**config.mk**
```make
export PLATFORM = sky130hd
export DESIGN_NAME = rdchan_req_ctrl
export DESIGN_NICKNAME = d
export VERILOG_FILES = /design/src/rtl/rdreq_pkg.sv /design/src/rtl/rdreq_ctl.sv /design/src/rtl/rdreq_fifo.sv /design/src/rtl/rdreq_decide.sv /design/src/rtl/rdchan_req_ctrl.sv
export SDC_FILE = /design/constraint.sdc
export NUM_CORES = 1
export LEC_CHECK = 0
export CAP_MARGIN = 20
export CORE_ASPECT_RATIO = 1.5
export CORE_UTILIZATION = 38
export CTS_CLUSTER_SIZE = 25
export DETAILED_ROUTE_END_ITERATION = 16
export DONT_BUFFER_PORTS = 1
export PLACE_DENSITY = 0.6
export SETUP_SLACK_MARGIN = 0.2
export SLEW_MARGIN = 15
export SYNTH_ARGS = -nofsm -noshare
export SYNTH_HDL_FRONTEND = slang
export SYNTH_SLANG_ARGS = --single-unit
```
**constraint.sdc**
```tcl
create_clock -name clk -period 5.9 [get_ports clk]
set_input_delay 0.885 -clock clk [delete_from_list [all_inputs] [get_ports clk]]
set_output_delay 0.885 -clock clk [all_outputs]
set_load 0.02 [all_outputs]
```
**src/rtl/rdreq_pkg.sv**
```systemverilog
package rdreq_pkg;

    localparam int CTL_W       = 3;
    localparam int CTL_EN_BIT  = 0;
    localparam int CTL_THR_BIT = 1;
    localparam int CTL_CLR_BIT = 2;

    typedef struct packed {
        logic en;
        logic thr4;
        logic clr;
    } ctl_t;

endpackage

```
**src/rtl/rdreq_ctl.sv**
```systemverilog
module rdreq_ctl
    import rdreq_pkg::*;
(
    input  logic             clk,
    input  logic             rst_n,
    input  logic             we,
    input  logic [CTL_W-1:0] wdata,
    output logic             en,
    output logic             thr4,
    output logic             clr_pulse,
    output logic [CTL_W-1:0] rdata
);

    ctl_t ctl_d, ctl_q;

    always_comb begin
        ctl_d     = ctl_q;
        ctl_d.clr = 1'b0;
        if (we) begin
            ctl_d.en   = wdata[CTL_EN_BIT];
            ctl_d.thr4 = wdata[CTL_THR_BIT];
            ctl_d.clr  = wdata[CTL_CLR_BIT];
        end
    end

    always_ff @(posedge clk) begin
        if (!rst_n) ctl_q <= '0;
        else        ctl_q <= ctl_d;
    end

    always_comb begin
        rdata              = '0;
        rdata[CTL_EN_BIT]  = ctl_q.en;
        rdata[CTL_THR_BIT] = ctl_q.thr4;
    end

    assign en        = ctl_q.en;
    assign thr4      = ctl_q.thr4;
    assign clr_pulse = ctl_q.clr;

    // the reset pulse lasts one cycle unless it is written again
    a_r8_pulse_single: assert property (@(posedge clk) disable iff (!rst_n)
        (clr_pulse && !(we && wdata[CTL_CLR_BIT])) |=> !clr_pulse);

    // the status-reset bit never reads back as 1
    a_r9_clr_reads_zero: assert property (@(posedge clk) disable iff (!rst_n)
        rdata[CTL_CLR_BIT] == 1'b0);

endmodule

```
**src/rtl/rdreq_fifo.sv**
```systemverilog
module rdreq_fifo #(
    parameter int DW     = 32,
    parameter int DEPTH  = 8,
    parameter int THR_HI = 4,
    localparam int AW    = $clog2(DEPTH),
    localparam int LW    = $clog2(DEPTH + 1)
) (
    input  logic          clk,
    input  logic          rst_n,
    input  logic          clr,
    input  logic          push,
    input  logic [DW-1:0] push_data,
    input  logic          pop,
    output logic [DW-1:0] pop_data,
    output logic [LW-1:0] vacant,
    output logic          empty,
    output logic          full,
    output logic          four_plus
);

    localparam logic [LW-1:0] DEPTH_L = LW'(DEPTH);
    localparam logic [LW-1:0] THR_L   = LW'(THR_HI);
    localparam logic [AW-1:0] LAST    = AW'(DEPTH - 1);

    typedef struct packed {
        logic [AW-1:0] wr;
        logic [AW-1:0] rd;
        logic [LW-1:0] lvl;
    } fst_t;

    fst_t st_d, st_q;
    logic [DW-1:0] mem_q [DEPTH];
    logic do_push, do_pop;

    assign empty     = (st_q.lvl == '0);
    assign full      = (st_q.lvl == DEPTH_L);
    assign vacant    = DEPTH_L - st_q.lvl;
    assign four_plus = (vacant >= THR_L);
    assign do_push   = push && !full && !clr;
    assign do_pop    = pop && !empty && !clr;
    assign pop_data  = mem_q[st_q.rd];

    always_comb begin
        st_d = st_q;
        if (clr) begin
            st_d = '0;
        end else begin
            if (do_push) st_d.wr = (st_q.wr == LAST) ? '0 : st_q.wr + AW'(1);
            if (do_pop)  st_d.rd = (st_q.rd == LAST) ? '0 : st_q.rd + AW'(1);
            case ({do_push, do_pop})
                2'b10:   st_d.lvl = st_q.lvl + LW'(1);
                2'b01:   st_d.lvl = st_q.lvl - LW'(1);
                default: st_d.lvl = st_q.lvl;
            endcase
        end
    end

    always_ff @(posedge clk) begin
        if (!rst_n) st_q <= '0;
        else        st_q <= st_d;
    end

    always_ff @(posedge clk) begin
        if (do_push) mem_q[st_q.wr] <= push_data;
    end

    // fill level never exceeds the depth
    a_r10_level_bound: assert property (@(posedge clk) disable iff (!rst_n)
        st_q.lvl <= DEPTH_L);

    // a clear pulse leaves the flags in the empty state
    a_r8_clear_flags: assert property (@(posedge clk) disable iff (!rst_n)
        clr |=> (empty && !full && four_plus));

    // an accepted lone push raises the level by one
    a_r10_push_grows: assert property (@(posedge clk) disable iff (!rst_n)
        (push && !pop && !full && !clr) |=> (vacant == $past(vacant) - LW'(1)));

endmodule

```
**src/rtl/rdreq_decide.sv**
```systemverilog
module rdreq_decide #(
    parameter int CNT_W  = 16,
    parameter int LW     = 4,
    parameter int THR_HI = 4
) (
    input  logic             clk,
    input  logic             rst_n,
    input  logic             en,
    input  logic             thr4,
    input  logic             hold_off,
    input  logic [LW-1:0]    vacant,
    input  logic             bus_gnt,
    input  logic             bus_owned_other,
    input  logic             cnt_load,
    input  logic [CNT_W-1:0] cnt_value,
    output logic             bus_req,
    output logic             beat,
    output logic [CNT_W-1:0] count,
    output logic             done
);

    localparam logic [LW-1:0] NEED_HI = LW'(THR_HI);
    localparam logic [LW-1:0] NEED_LO = LW'(1);

    typedef struct packed {
        logic [CNT_W-1:0] cnt;
        logic             done;
    } dst_t;

    dst_t st_d, st_q;
    logic held, room_ok, active;
    logic [LW-1:0] need;

    assign held    = bus_gnt || bus_owned_other;
    assign need    = (thr4 && !held) ? NEED_HI : NEED_LO;
    assign room_ok = (vacant >= need);
    assign active  = (st_q.cnt != '0);
    assign bus_req = en && active && room_ok && !hold_off;
    assign beat    = bus_gnt && bus_req;

    always_comb begin
        st_d = st_q;
        if (cnt_load) begin
            st_d.cnt  = cnt_value;
            st_d.done = 1'b0;
        end else if (beat) begin
            st_d.cnt = st_q.cnt - CNT_W'(1);
            if (st_q.cnt == CNT_W'(1)) st_d.done = 1'b1;
        end
    end

    always_ff @(posedge clk) begin
        if (!rst_n) st_q <= '0;
        else        st_q <= st_d;
    end

    assign count = st_q.cnt;
    assign done  = st_q.done;

    // no request while transfers are disabled
    a_r1_req_needs_enable: assert property (@(posedge clk) disable iff (!rst_n)
        !en |-> !bus_req);

    // idle channel in threshold mode waits for four free slots
    a_r3_threshold_gate: assert property (@(posedge clk) disable iff (!rst_n)
        (thr4 && !bus_gnt && !bus_owned_other && vacant < NEED_HI) |-> !bus_req);

    // each transferred word consumes one count
    a_r6_count_steps: assert property (@(posedge clk) disable iff (!rst_n)
        (beat && !cnt_load) |=> (count == $past(count) - CNT_W'(1)));

    // the last word sets done and stops the request
    a_r7_done_on_last: assert property (@(posedge clk) disable iff (!rst_n)
        (beat && !cnt_load && count == CNT_W'(1)) |=> (done && !bus_req));

endmodule

```
**src/rtl/rdchan_req_ctrl.sv**
```systemverilog
module rdchan_req_ctrl
    import rdreq_pkg::*;
#(
    parameter int DW     = 32,
    parameter int DEPTH  = 8,
    parameter int CNT_W  = 16,
    parameter int THR_HI = 4
) (
    input  logic             clk,
    input  logic             rst_n,
    input  logic             ctl_we,
    input  logic [2:0]       ctl_wdata,
    output logic [2:0]       ctl_rdata,
    input  logic             cnt_load,
    input  logic [CNT_W-1:0] cnt_value,
    output logic [CNT_W-1:0] xfer_count,
    output logic             xfer_done,
    input  logic             bus_gnt,
    input  logic             bus_owned_other,
    output logic             bus_req,
    input  logic [DW-1:0]    bus_data,
    input  logic             pop,
    output logic [DW-1:0]    pop_data,
    output logic             fifo_empty,
    output logic             fifo_full,
    output logic             fifo_four_plus
);

    localparam int LW = $clog2(DEPTH + 1);

    logic          en, thr4, clr_pulse, beat;
    logic [LW-1:0] vacant;

    rdreq_ctl i_ctl (
        .clk       (clk),
        .rst_n     (rst_n),
        .we        (ctl_we),
        .wdata     (ctl_wdata),
        .en        (en),
        .thr4      (thr4),
        .clr_pulse (clr_pulse),
        .rdata     (ctl_rdata)
    );

    rdreq_decide #(
        .CNT_W  (CNT_W),
        .LW     (LW),
        .THR_HI (THR_HI)
    ) i_decide (
        .clk             (clk),
        .rst_n           (rst_n),
        .en              (en),
        .thr4            (thr4),
        .hold_off        (clr_pulse),
        .vacant          (vacant),
        .bus_gnt         (bus_gnt),
        .bus_owned_other (bus_owned_other),
        .cnt_load        (cnt_load),
        .cnt_value       (cnt_value),
        .bus_req         (bus_req),
        .beat            (beat),
        .count           (xfer_count),
        .done            (xfer_done)
    );

    rdreq_fifo #(
        .DW     (DW),
        .DEPTH  (DEPTH),
        .THR_HI (THR_HI)
    ) i_fifo (
        .clk       (clk),
        .rst_n     (rst_n),
        .clr       (clr_pulse),
        .push      (beat),
        .push_data (bus_data),
        .pop       (pop),
        .pop_data  (pop_data),
        .vacant    (vacant),
        .empty     (fifo_empty),
        .full      (fifo_full),
        .four_plus (fifo_four_plus)
    );

    // a full FIFO never sees a request
    a_r6_full_blocks_req: assert property (@(posedge clk) disable iff (!rst_n)
        fifo_full |-> !bus_req);

    // no request without a remaining count
    a_r2_idle_no_req: assert property (@(posedge clk) disable iff (!rst_n)
        (xfer_count == '0) |-> !bus_req);

endmodule

```
==> reports/metrics.csv <==
metric;value;unit
status;completed;
finalSetupViolCount;0;
syn-instance-count;618;
postCtsSetupRepairBufs;0;
num-fill-cells;2640;
r2r_cells;14;
io_buffers;0;
max_clock_freq;0.273;GHz
arrival;4080;ps
cts-root-buf;clkbuf_16;
drt.antenna.violating_nets;0;
power.density_cell_area;317;nW/um^2
floorplan.die.width;145;um
global_route.usage.total;14.5;%
synth_sequential_area_ratio;71.4;%
first_pass_grt_wire_length;34.9;mm
relSlewSlack;27.8;%
synth_cell_types;59;
critPathLaunchType;flop;
place_congestion;0.760;
final_wl;22.4;mm
design.portCount;114;
rsz_0062_raised_after_global_routing;false;
synth-seq-cells;289;
timing.final.hold_violations;0;
post_synth_main_area_contributors;edfxtp_1 (66%), mux4_2 (12%), dfxtp_1 (5.7%);
hold_path_depth;0;
vias;5533;
cts.hold.buffers_added;0;
clock_tree.htree_level_count;1;
clk-insertion-delay-late;530;ps
dieHeight;217;um
post_synth_instance_area;11700;sq um
timing.critical_path.fanout_max;10;
num_antenna_cells;0;
final_cell_area;13000;sq um
finClkSkew;14.8;ps
tightest_slew;1080;ps
final_util;43.1;%
crit_required;6310;ps
grt_max_degree;65;
initial_utilization;38.6;%
grt_pass1_vias;6076;
routedWlPerCell;21.5;um
clkSinkCount;289;
endpoint_kind;flop;
post-route-period-util;62.2;%
synth_top_cell_by_area;edfxtp_1;
fin_crit;3670;ps
cap_violations;0;
final_max_slew_viol_count;0;
ys_async_sr_fraction;0;%
ctsResizeCount;0;
longest_clk_path_bufs;3;
mappedNetlistNets;688;
routed_via_density;5.31;
power.leakage;4.00;nW
route.detailed.drc;0;
worstHoldPathType;in -> reg;
post_route_cells_drive_above_1_share;26.5;%
floorplan.core_area;30300;sq um
final_cell_mix;edfxtp_1 (256), mux4_2 (64), mux2_2 (32), dfxtp_1 (30), clkbuf_16 (27);
cts.clk_slew.worst_paths;60;ps
synth_flop_cell;edfxtp_1;
drt_iter0_drc;257;
layout.nets;692;
synth_largest_type_area_fraction;65.8;%
drt-pass1-iter-count;6;
place_area;12200;sq um
synth-edff-count;256;
dp_hpwl;13.8;mm
final_common_cell;edfxtp_1;
global_route.overflow_total;0;
final.setup.tns;0;ps
row_count;78;
tritoncts_clock_tree;built;
synth.avg_cell_area;18.9;sq um
yosys_warnings;0;
die_area;31500;sq um
placed_cells;991;
numCtsBuffers;27;
timing.setup.critical_path_class;reg -> reg;
finish.cell_count_without_fillers;1042;
antenna_violations_before_repair;0;
maximum_vdd_drop;222;uV
area_growth;11.5;%
sequential cells by signal, summed over array words and instances, names as in the netlist, named ones only:
register         cells
i_ctl.clr_pulse      1
i_ctl.en             1
i_ctl.thr4           1
i_decide.count      16
i_decide.done        1
i_fifo.mem_q       256
i_fifo.st_q         10
cells in the mapped netlist, types with 3 or more instances:
cell,n
mux4_2,64
or3_1,5
nand3_1,5
nor2_1,24
a21oi_1,13
buf_2,8
nor3_1,11
and3_1,5
edfxtp_1,256
a211oi_2,3
ha_1,12
nor2b_1,7
inv_1,8
nand2b_1,4
nor3b_1,5
mux2i_1,7
xor2_1,3
dfxtp_1,33
o21ai_0,14
mux2_2,32
o211ai_1,3
clkbuf_1,21
nand3b_1,4
buf_4,3
nand2_1,10
o31ai_1,3
a211oi_1,6
xnor2_1,5
or4_1,6
routing by layer:
| layer | up-vias | wire (um) | track usage, % |
|---|---|---|---|
| met5 | - | 0 | 0 |
| met4 | 0 | 689 | 5.75 |
| met3 | 47 | 1670 | 4.05 |
| met2 | 149 | 11900 | 26.5 |
| met1 | 2830 | 8190 | 15.8 |
| li1 | 2507 | - | - |
power by group:
group | switching (mW) | internal [mW] | total (mW)
registers | 0.0447 | 2.24 | 2.29
logic | 0.117 | 0.100 | 0.218
clock network | 0.692 | 0.935 | 1.63
total | 0.854 | 3.28 | 4.13
critical path, stage by stage, from the launching register on:
cell and delay [ps]:
dfxtp_1 520, inv_1 90, ha_1 240, xnor2_1 140, ha_1 220, nor4b_1 250
o211a_2 290, nor3_2 80, nand2_2 250, ha_1 310, or3b_2 490, a211o_1 310
a21oi_1 160, xnor2_1 140, nor2_1 60
worst paths after layout:
path | slack, ps | end | from
max | 2230 | i_fifo.st_q[3]$_SDFFE_PP0P_ | i_fifo.st_q[1]$_SDFFE_PP0P_
min | 450 | i_fifo.mem_q[4][27]$_DFFE_PP_ | bus_data[27]
max reg2reg | 2230 | i_fifo.st_q[3]$_SDFFE_PP0P_ | i_fifo.st_q[1]$_SDFFE_PP0P_
min reg2reg | 530 | flop | i_fifo.st_q[5]$_SDFFE_PP0P_
through the flow:
stage          power, mW  setup slack, ps  hold slack, ps
2_1_floorplan       2.51              932             488
3_3_place_gp        2.54             2140             496
3_5_place_dp        2.55             2030             522
4_1_cts             4.18             1920             415
5_1_grt             4.27             1930             418
6_report            4.13             2230             447
final cells by class:
type	instances	area, sq um	area share [%]
repair buffers	10	120	0.922
clock inverters	11	109	0.835
multi-input cells	286	3200	24.5
clock buffers	38	717	5.50
flip-flops and latches	289	8360	64.1
well taps	400	500	3.84
inverters	8	30.0	0.230
logic make-up after synthesis:
group                    count (synthesis)  synth area share [%]
multiplexers                           105                  16.2
XOR/XNOR                                 8                 0.600
other                                    1                0.0321
AND/OR/NAND/NOR                        106                  5.57
flip-flops                             289                  71.4
adder cells (fa/ha/maj)                 12                  1.28
AO/OA/AOI/OAI                           54                  3.19
buffers and inverters                   43                  1.69
Note: power is estimated with default switching activity, not from simulation.
